[src/rtl/irq_agg_pkg.sv]
package irq_agg_pkg;

    localparam int REG_W     = 32;
    localparam int CLI_W     = 16;
    localparam int INTX_N    = 4;

    // client status bit groups
    localparam int LOCAL_BIT = 4;
    localparam int SUB_LO    = 0;
    localparam int SUB_HI    = 4;
    localparam int INTX_LO   = 5;
    localparam int INTX_HI   = 8;
    localparam int CLI_LO    = 9;
    localparam int CLI_HI    = 15;

    // word addresses
    localparam int WA_CLI_STAT  = 0;
    localparam int WA_CLI_MASK  = 1;
    localparam int WA_CORE_STAT = 2;
    localparam int WA_CORE_MASK = 3;
    localparam int WA_INTX      = 4;

    localparam logic [CLI_W-1:0] LOCAL_ONEHOT = CLI_W'(1) << LOCAL_BIT;

endpackage

[src/rtl/irq_w1c_bank.sv]
module irq_w1c_bank #(
    parameter int          W    = 16,
    parameter logic [W-1:0] IMPL = '1
) (
    input  logic         clk,
    input  logic         rst_n,
    input  logic [W-1:0] set_i,
    input  logic [W-1:0] clr_i,
    output logic [W-1:0] stat_o
);

    logic [W-1:0] stat_q;
    logic [W-1:0] stat_d;

    // a set in the same cycle as a clear keeps the bit
    always_comb begin
        stat_d = ((stat_q & ~clr_i) | set_i) & IMPL;
    end

    always_ff @(posedge clk or negedge rst_n) begin
        if (!rst_n) begin
            stat_q <= '0;
        end else begin
            stat_q <= stat_d;
        end
    end

    assign stat_o = stat_q;

endmodule

[src/rtl/irq_hiword_mask.sv]
module irq_hiword_mask #(
    parameter int           W   = 16,
    parameter logic [W-1:0] RST = '1
) (
    input  logic           clk,
    input  logic           rst_n,
    input  logic           we,
    input  logic [2*W-1:0] wdata,
    output logic [W-1:0]   mask_o
);

    logic [W-1:0] mask_q;
    logic [W-1:0] wen;
    logic [W-1:0] mask_d;

    always_comb begin
        wen    = wdata[2*W-1:W];
        mask_d = (mask_q & ~wen) | (wdata[W-1:0] & wen);
    end

    always_ff @(posedge clk or negedge rst_n) begin
        if (!rst_n) begin
            mask_q <= RST;
        end else if (we) begin
            mask_q <= mask_d;
        end
    end

    assign mask_o = mask_q;

endmodule

[src/rtl/irq_lowest_pick.sv]
module irq_lowest_pick #(
    parameter int N = 4,
    localparam int IW = (N > 1) ? $clog2(N) : 1
) (
    input  logic [N-1:0]  req,
    output logic [IW-1:0] idx,
    output logic          vld
);

    always_comb begin
        idx = '0;
        vld = |req;
        for (int i = N - 1; i >= 0; i--) begin
            if (req[i]) begin
                idx = IW'(i);
            end
        end
    end

endmodule

[src/rtl/irq_aggregator.sv]
module irq_aggregator
    import irq_agg_pkg::*;
#(
    parameter int                 ADDR_W        = 3,
    parameter logic [REG_W-1:0]   CORE_IMPL     = 32'h000C_0FFF,
    parameter logic [CLI_W-1:0]   CLI_MASK_RST  = '1,
    parameter logic [REG_W-1:0]   CORE_MASK_RST = '1
) (
    input  logic              clk,
    input  logic              rst_n,
    input  logic              bus_we,
    input  logic [ADDR_W-1:0] bus_addr,
    input  logic [31:0]       bus_wdata,
    output logic [31:0]       bus_rdata,
    input  logic [15:0]       cli_evt,
    input  logic [31:0]       core_evt,
    output logic              irq_sub,
    output logic              irq_cli,
    output logic              irq_intx,
    output logic [1:0]        intx_idx,
    output logic              intx_vld
);

    localparam logic [CLI_W-1:0] CLI_IMPL = ~LOCAL_ONEHOT;

    // address decode
    logic sel_cli_stat, sel_cli_mask, sel_core_stat, sel_core_mask, sel_intx;

    always_comb begin
        sel_cli_stat  = (bus_addr == ADDR_W'(WA_CLI_STAT));
        sel_cli_mask  = (bus_addr == ADDR_W'(WA_CLI_MASK));
        sel_core_stat = (bus_addr == ADDR_W'(WA_CORE_STAT));
        sel_core_mask = (bus_addr == ADDR_W'(WA_CORE_MASK));
        sel_intx      = (bus_addr == ADDR_W'(WA_INTX));
    end

    // core status and mask
    logic [REG_W-1:0] core_stat;
    logic [REG_W-1:0] core_clr;
    logic [REG_W-1:0] core_mask;

    assign core_clr = (bus_we && sel_core_stat) ? bus_wdata : '0;

    irq_w1c_bank #(
        .W    (REG_W),
        .IMPL (CORE_IMPL)
    ) u_core_stat (
        .clk    (clk),
        .rst_n  (rst_n),
        .set_i  (core_evt),
        .clr_i  (core_clr),
        .stat_o (core_stat)
    );

    always_ff @(posedge clk or negedge rst_n) begin
        if (!rst_n) begin
            core_mask <= CORE_MASK_RST;
        end else if (bus_we && sel_core_mask) begin
            core_mask <= bus_wdata;
        end
    end

    logic core_pending;
    assign core_pending = |(core_stat & ~core_mask);

    // client status and mask
    logic [CLI_W-1:0] cli_latch;
    logic [CLI_W-1:0] cli_clr;
    logic [CLI_W-1:0] cli_view;
    logic [CLI_W-1:0] cli_mask;

    assign cli_clr = (bus_we && sel_cli_stat) ? bus_wdata[CLI_W-1:0] : '0;

    irq_w1c_bank #(
        .W    (CLI_W),
        .IMPL (CLI_IMPL)
    ) u_cli_stat (
        .clk    (clk),
        .rst_n  (rst_n),
        .set_i  (cli_evt),
        .clr_i  (cli_clr),
        .stat_o (cli_latch)
    );

    assign cli_view = cli_latch | (core_pending ? LOCAL_ONEHOT : '0);

    irq_hiword_mask #(
        .W   (CLI_W),
        .RST (CLI_MASK_RST)
    ) u_cli_mask (
        .clk    (clk),
        .rst_n  (rst_n),
        .we     (bus_we && sel_cli_mask),
        .wdata  (bus_wdata),
        .mask_o (cli_mask)
    );

    // interrupt groups
    logic [CLI_W-1:0] cli_live;
    assign cli_live = cli_view & ~cli_mask;

    localparam int GRP_N = 3;
    localparam int GRP_LO [GRP_N] = '{SUB_LO, INTX_LO, CLI_LO};
    localparam int GRP_HI [GRP_N] = '{SUB_HI, INTX_HI, CLI_HI};

    logic [GRP_N-1:0] grp_irq;

    for (genvar g = 0; g < GRP_N; g++) begin : g_grp
        logic [CLI_W-1:0] grp_sel;
        always_comb begin
            grp_sel = '0;
            for (int b = 0; b < CLI_W; b++) begin
                if (b >= GRP_LO[g] && b <= GRP_HI[g]) begin
                    grp_sel[b] = 1'b1;
                end
            end
        end
        assign grp_irq[g] = |(cli_live & grp_sel);
    end

    assign irq_sub  = grp_irq[0];
    assign irq_intx = grp_irq[1];
    assign irq_cli  = grp_irq[2];

    // legacy dispatcher on raw status
    irq_lowest_pick #(
        .N (INTX_N)
    ) u_pick (
        .req (cli_view[INTX_HI:INTX_LO]),
        .idx (intx_idx),
        .vld (intx_vld)
    );

    // read mux
    always_comb begin
        bus_rdata = '0;
        if (sel_cli_stat) begin
            bus_rdata = {16'h0, cli_view};
        end else if (sel_cli_mask) begin
            bus_rdata = {16'h0, cli_mask};
        end else if (sel_core_stat) begin
            bus_rdata = core_stat;
        end else if (sel_core_mask) begin
            bus_rdata = core_mask;
        end else if (sel_intx) begin
            bus_rdata = {23'h0, intx_vld, 6'h0, intx_idx};
        end
    end

endmodule

[config.mk]
export PLATFORM = sky130hd
export DESIGN_NAME = irq_aggregator
export DESIGN_NICKNAME = d
export VERILOG_FILES = /design/src/rtl/irq_agg_pkg.sv /design/src/rtl/irq_w1c_bank.sv /design/src/rtl/irq_hiword_mask.sv /design/src/rtl/irq_lowest_pick.sv /design/src/rtl/irq_aggregator.sv
export SDC_FILE = /design/constraint.sdc
export NUM_CORES = 1
export LEC_CHECK = 0
export CELL_PAD_IN_SITES_DETAIL_PLACEMENT = 0
export CELL_PAD_IN_SITES_GLOBAL_PLACEMENT = 1
export CORE_MARGIN = 2
export CORE_UTILIZATION = 39
export CTS_CLUSTER_SIZE = 24
export DETAILED_ROUTE_END_ITERATION = 12
export GPL_TIMING_DRIVEN = 0
export PLACE_DENSITY_LB_ADDON = 0.15
export SETUP_SLACK_MARGIN = 0.4
export SYNTH_ARGS = -nofsm -noshare
export SYNTH_HDL_FRONTEND = slang
export SYNTH_HIERARCHICAL = 1
export SYNTH_SLANG_ARGS = --single-unit
[constraint.sdc]
create_clock -name clk -period 2.3 [get_ports clk]
set_input_delay 0.46 -clock clk [delete_from_list [all_inputs] [get_ports clk]]
set_output_delay 0.46 -clock clk [all_outputs]
set_load 0.02 [all_outputs]
==> Yosys cells after proc, flatten, opt, wreduce, memory -nomap -nowiden <==
Cells that the tools add are included.
{ "totals": {"register_bits": 77, "word_cells": 45, "out_inout_bits": 38, "inputBits": 86} }
{ "op_classes": {"bitwise_logic": 15, "n_mux": 12, "reduce_logical": 10, "eq_ne": 4} }
{ "ops": {"columns": ["cell", "n"], "rows": [
  ["$mux 32", 4],
  ["$and 16x16->16", 4],
  ["$not 16->16", 3],
  ["$and 20x32->32", 1],
  ["$not 32->32", 1],
  ["$or 16x16->16", 2],
  ["$reduce_or 32->1", 1],
  ["$and 20x20->20", 1],
  ["$mux 20", 1],
  ["$not 20->20", 1],
  ["$or 20x20->20", 1],
  ["$mux 16", 1],
  ["$or 16x5->16", 1],
  ["$mux 9", 1],
  ["$mux 2", 4],
  ["$reduce_or 4->1", 2],
  ["$reduce_or 7->1", 1],
  ["$eq 3x2->1 const B", 2],
  ["$mux 5", 1],
  ["$reduce_or 5->1", 1],
  ["$logic_and 1x1->1", 4],
  ["$eq 3x1->1 const B", 1],
  ["$eq 3x3->1 const B", 1],
  ["$logic_not 3->1", 1]
]} }

==> Depth between registers and ports, before layout <==
{ "logic_depth": {"word_depth": 14, "depth_mapped": 8, "mapped_depth_nobuf": 5} }

==> Modules after synthesis <==
Netlist, hierarchy kept.
{ "modules_own_cells": {"columns": ["mod", "seq_area_each_um2", "cells_each", "area_per_inst_um2", "n_inst"], "rows": [
  ["irq_aggregator", 840.8, 278, 2931.6, 1],
  ["irq_hiword_mask", 420.4, 50, 720.7, 1],
  ["irq_w1c_bank (u_core_stat)", 350.3, 61, 646.9, 1],
  ["irq_w1c_bank (u_cli_stat)", 375.4, 47, 555.5, 1],
  ["irq_lowest_pick", 0.0, 7, 35.0, 1]
]} }

==> Worst setup path after synthesis <==
Ideal clock, no wire load.
{ "synth_path": {"path_kind": "input -> output", "start": "input port bus_addr[1]", "end": "output port bus_rdata[8]", "t_arrival_ps": 1601, "path_buffers": 2, "required_ps": 1840, "stages": 6, "setup_slack_ps": 239, "cell_sequence": "buf_4 -> clkbuf_1 -> nand2_1 -> o211ai_1 -> o21ai_0 -> o21ai_0"} }
{ "synth_between": {"elab_chain_cells": 6, "elab_cells_between_ends": 10, "classes_between": "eq/ne: 4; mux: 5; reduce/logical: 1"} }
{ "synth_lines": {"columns": ["item", "line_no", "source"], "rows": [
  ["start: declaration", "irq_aggregator.sv:12", "input logic [ADDR_W-1:0] bus_addr,"],
  ["$eq 3x3->1", "irq_aggregator.sv:34", "sel_intx = (bus_addr == ADDR_W'(WA_INTX));"],
  ["$mux 9", "irq_aggregator.sv:145", "end else if (sel_intx) begin"],
  ["$mux 32", "irq_aggregator.sv:143", "end else if (sel_core_mask) begin"],
  ["$mux 32", "irq_aggregator.sv:141", "end else if (sel_core_stat) begin"],
  ["$mux 32", "irq_aggregator.sv:139", "end else if (sel_cli_mask) begin"],
  ["$mux 32 *", "irq_aggregator.sv:137", "if (sel_cli_stat) begin"],
  ["end: declaration", "irq_aggregator.sv:14", "output logic [31:0] bus_rdata,"]
]} }
Every way passes the cells marked *; elsewhere a longest branch is shown, timed or not.

==> Worst setup path after layout <==
{ "layout_path": {"start": "register core_mask[3]", "end": "output port bus_rdata[4]"} }
{ "layout_between": {"elab_chain_cells": 6} }
{ "layout_lines": {"columns": ["item", "line_no", "source"], "rows": [
  ["start: declaration", "irq_aggregator.sv:40", "logic [REG_W-1:0] core_mask;"],
  ["start signal: assignment", "irq_aggregator.sv:59", "core_mask <= bus_wdata;"],
  ["$not 32->32", "irq_aggregator.sv:64", "assign core_pending = |(core_stat & ~core_mask);"],
  ["$and 20x32->32", "irq_aggregator.sv:64", null],
  ["$reduce_or 32->1", "irq_aggregator.sv:64", null],
  ["$mux 5", "irq_aggregator.sv:85", "assign cli_view = cli_latch | (core_pending ? LOCAL_ONEHOT : '0);"],
  ["$or 16x5->16", "irq_aggregator.sv:85", null],
  ["$mux 32", "irq_aggregator.sv:137", null]
]} }
Every way passes these cells.

==> results <==
-- through the flow --
stage,total power [mW],utilization
after global placement,2.89,0.508
after global routing,4.90,0.597
final,4.71,0.597
after floorplan,2.49,-
after CTS,4.67,0.576
after detailed placement,2.92,0.510
-- cells in the final DEF, fill, tap and decap left out, types with 3 or more instances in the layout --
master	n
buf_4	58
conb_1	19
mux2_4	40
buf_8	3
mux2i_1	3
a21o_1	29
buf_12	5
nor2_1	5
buf_2	4
inv_1	53
mux4_2	12
clkbuf_2	4
a2111oi_4	3
dfrtp_1	24
clkbuf_1	5
and2_1	15
clkbuf_16	11
mux2_2	8
buf_16	3
buf_6	40
dfstp_2	48
o21ai_2	8
dfrtp_2	5
nor2b_4	12
nor2b_1	17
inv_2	4
clkdlybuf4s50_1	61
nand2b_1	3
nand2_1	23
a22o_1	16
a21oi_1	3
and3_1	14
-- power by group through the flow --
stage / clock network, mW / registers [mW] / logic (mW)
3_3_place_gp: 0 / 1.88 / 1.02
5_1_grt: 1.67 / 1.91 / 1.33
2_1_floorplan: 0 / 1.82 / 0.668
6_report: 1.59 / 1.88 / 1.24
3_5_place_dp: 0 / 1.89 / 1.04
4_1_cts: 1.62 / 1.88 / 1.18
-- worst max path at each step --
stage / from / end / cells after the start
global route: core_mask[3] / bus_rdata[4] / 7
global placement: rst_n / u_cli_stat/stat_o[13] / 1
floorplan: core_mask[8] / bus_rdata[4] / 5
detailed placement: bus_addr[2] / bus_rdata[8] / 5
finish: core_mask[3] / bus_rdata[4] / 7
CTS: core_mask[3] / bus_rdata[4] / 7
-- metal layers --
layer / global-route usage / part of all wire / wire [um]
met5: 0 / 0 / 0
met2: 0.357 / 0.49 / 7110
met4: 0.0756 / 0.013 / 182
met1: 0.305 / 0.44 / 6340
met3: 0.0535 / 0.056 / 816
-- timing repair --
action | 4_1_cts | 5_1_grt
setup endpoints to repair | 75 | 45
hold buffers | 0 | 0
buffers inserted | 19 | 20
resized for setup | 277 | 37
gates cloned | 2 | 0
pin swaps | 17 | 18
-- layout make-up --
cell class | instances | area (um2)
clock buffers | 12 | 256
multi-input cells | 264 | 2560
repair buffers | 145 | 1420
well taps | 147 | 184
fillers | 1004 | 4830
plain buffers | 42 | 434
flip-flops and latches | 77 | 1990
clock inverters | 4 | 70.1
inverters | 57 | 214
==> impl_results.md <==
* Status: complete, but fails checks
* Failing checks: negative setup slack
* DRC at 0
* Port bufs at 103
* R2R Setup Slk at 1.36 ns
* Slowest-stage cell, CP: dfstp_2
* Core footprint at 12,000 um2
* First-pass GRT wire length at 21.7 mm
* Seq pwr share at 0.399
* CTS tree: yes
* Worst hold path class: in -> async
* DR vias at 3,696
* Worst Setup Start Kind: flip-flop
* RSZ-0062 raised after global routing: yes
* CTS Root Cell: clkbuf_16
* Vias/cell at 4.94
* Antenna violations before repair at 0
* Layout Skew at 0 ns
* Routability Congestion at 0.849
* Combinational share of power at 0.264
* Final period utilization at 1.17
* Critical Path Fanout Max at 2
* Slew Viols, Final at 0
* Fin Setup TNS at -0.788 ns
* RR Endpoint: core_mask[8]
* Cells after Synth at 423
* Layout cells sized above 1 at 0.494
* Routed length per instance at 19.3 um
* Total Routing Usage GR at 0.226
* Die width at 115 um
* P per Cell Area at 660 nW/um2
* Final nets at 682
* Crit path largest cell delay at 0.55 ns
* Fmax at 371 MHz
* Clock slew at reported path FFs at 0.06 ns
* Number of cell rows at 40
* Setup ws final at -0.397 ns
* Max Root-Sink Buffers at 2
* Ports at 124
* Clock sinks at 77
* Pre-CTS setup slack at -0.902 ns
* Vias in the first global route at 3,865
* Total die area at 13,100 um2
* Syn Std Cell Area at 4770 um2
* Max Cap Viol at 0
* Drt first-iter violations at 159
* Rel. slew slack at 0.601
* Least-Margin Pin Slew at 0.598 ns
* Synthesized area per cell at 11.3 um2
* Final instance area at 7140 um2
* Reg2Reg Depth at 3
* TritonCTS Buffers at 9
* Clock power frac at 0.337
* Hpwl dp at 10.0 mm
* Crit-path leading delay family: simple AND/OR/NAND/NOR gates
* Endpoints failing hold at 0
* Switching share of power at 0.267
* Antenna-violating nets left at 0
* Worst Setup End Kind: output port
* Synth-to-Final Area Change at 49.7%
* Crit-path most repeated cell: buf_4
* Wirelength, routed at 14.4 mm
* Psw at 1.26 mW
* Post-Layout Cell Count at 748
* IR Drop Worst-Case VDD at 0.425 mV
* Effective utilization at floorplan at 0.399
* Drt pass-1 iters at 4
* Critical path type: reg -> out
* Dpl cells at 691
* Setup violators final at 2
* Total gr overflow at 0
* H-tree depth at 3
* Inserted Diodes at 0
* Pint at 3.45 mW
* CP arrival at 2.24 ns
* Tmin final at 2.70 ns
* RR Startpoint: core_mask[8]
* Placed cell areas at 6100 um2
* Cell chain of the critical path: nor2b_4 > a2111oi_4 > nand4_1 > nor4_4 > buf_4 > a21oi_2 > buf_4
* CP required at 1.84 ns
* WHS at 0.0294 ns
* Leak Pwr at 3.22 nW
* Largest net degree at the start of global routing at 55
* Die Ht at 115 um
* Skew-Pair Late Insertion Delay at 0.34 ns
* CP bufs+invs at 2
* Ys Warns at 6
Note: power is estimated with default switching activity, not from simulation.
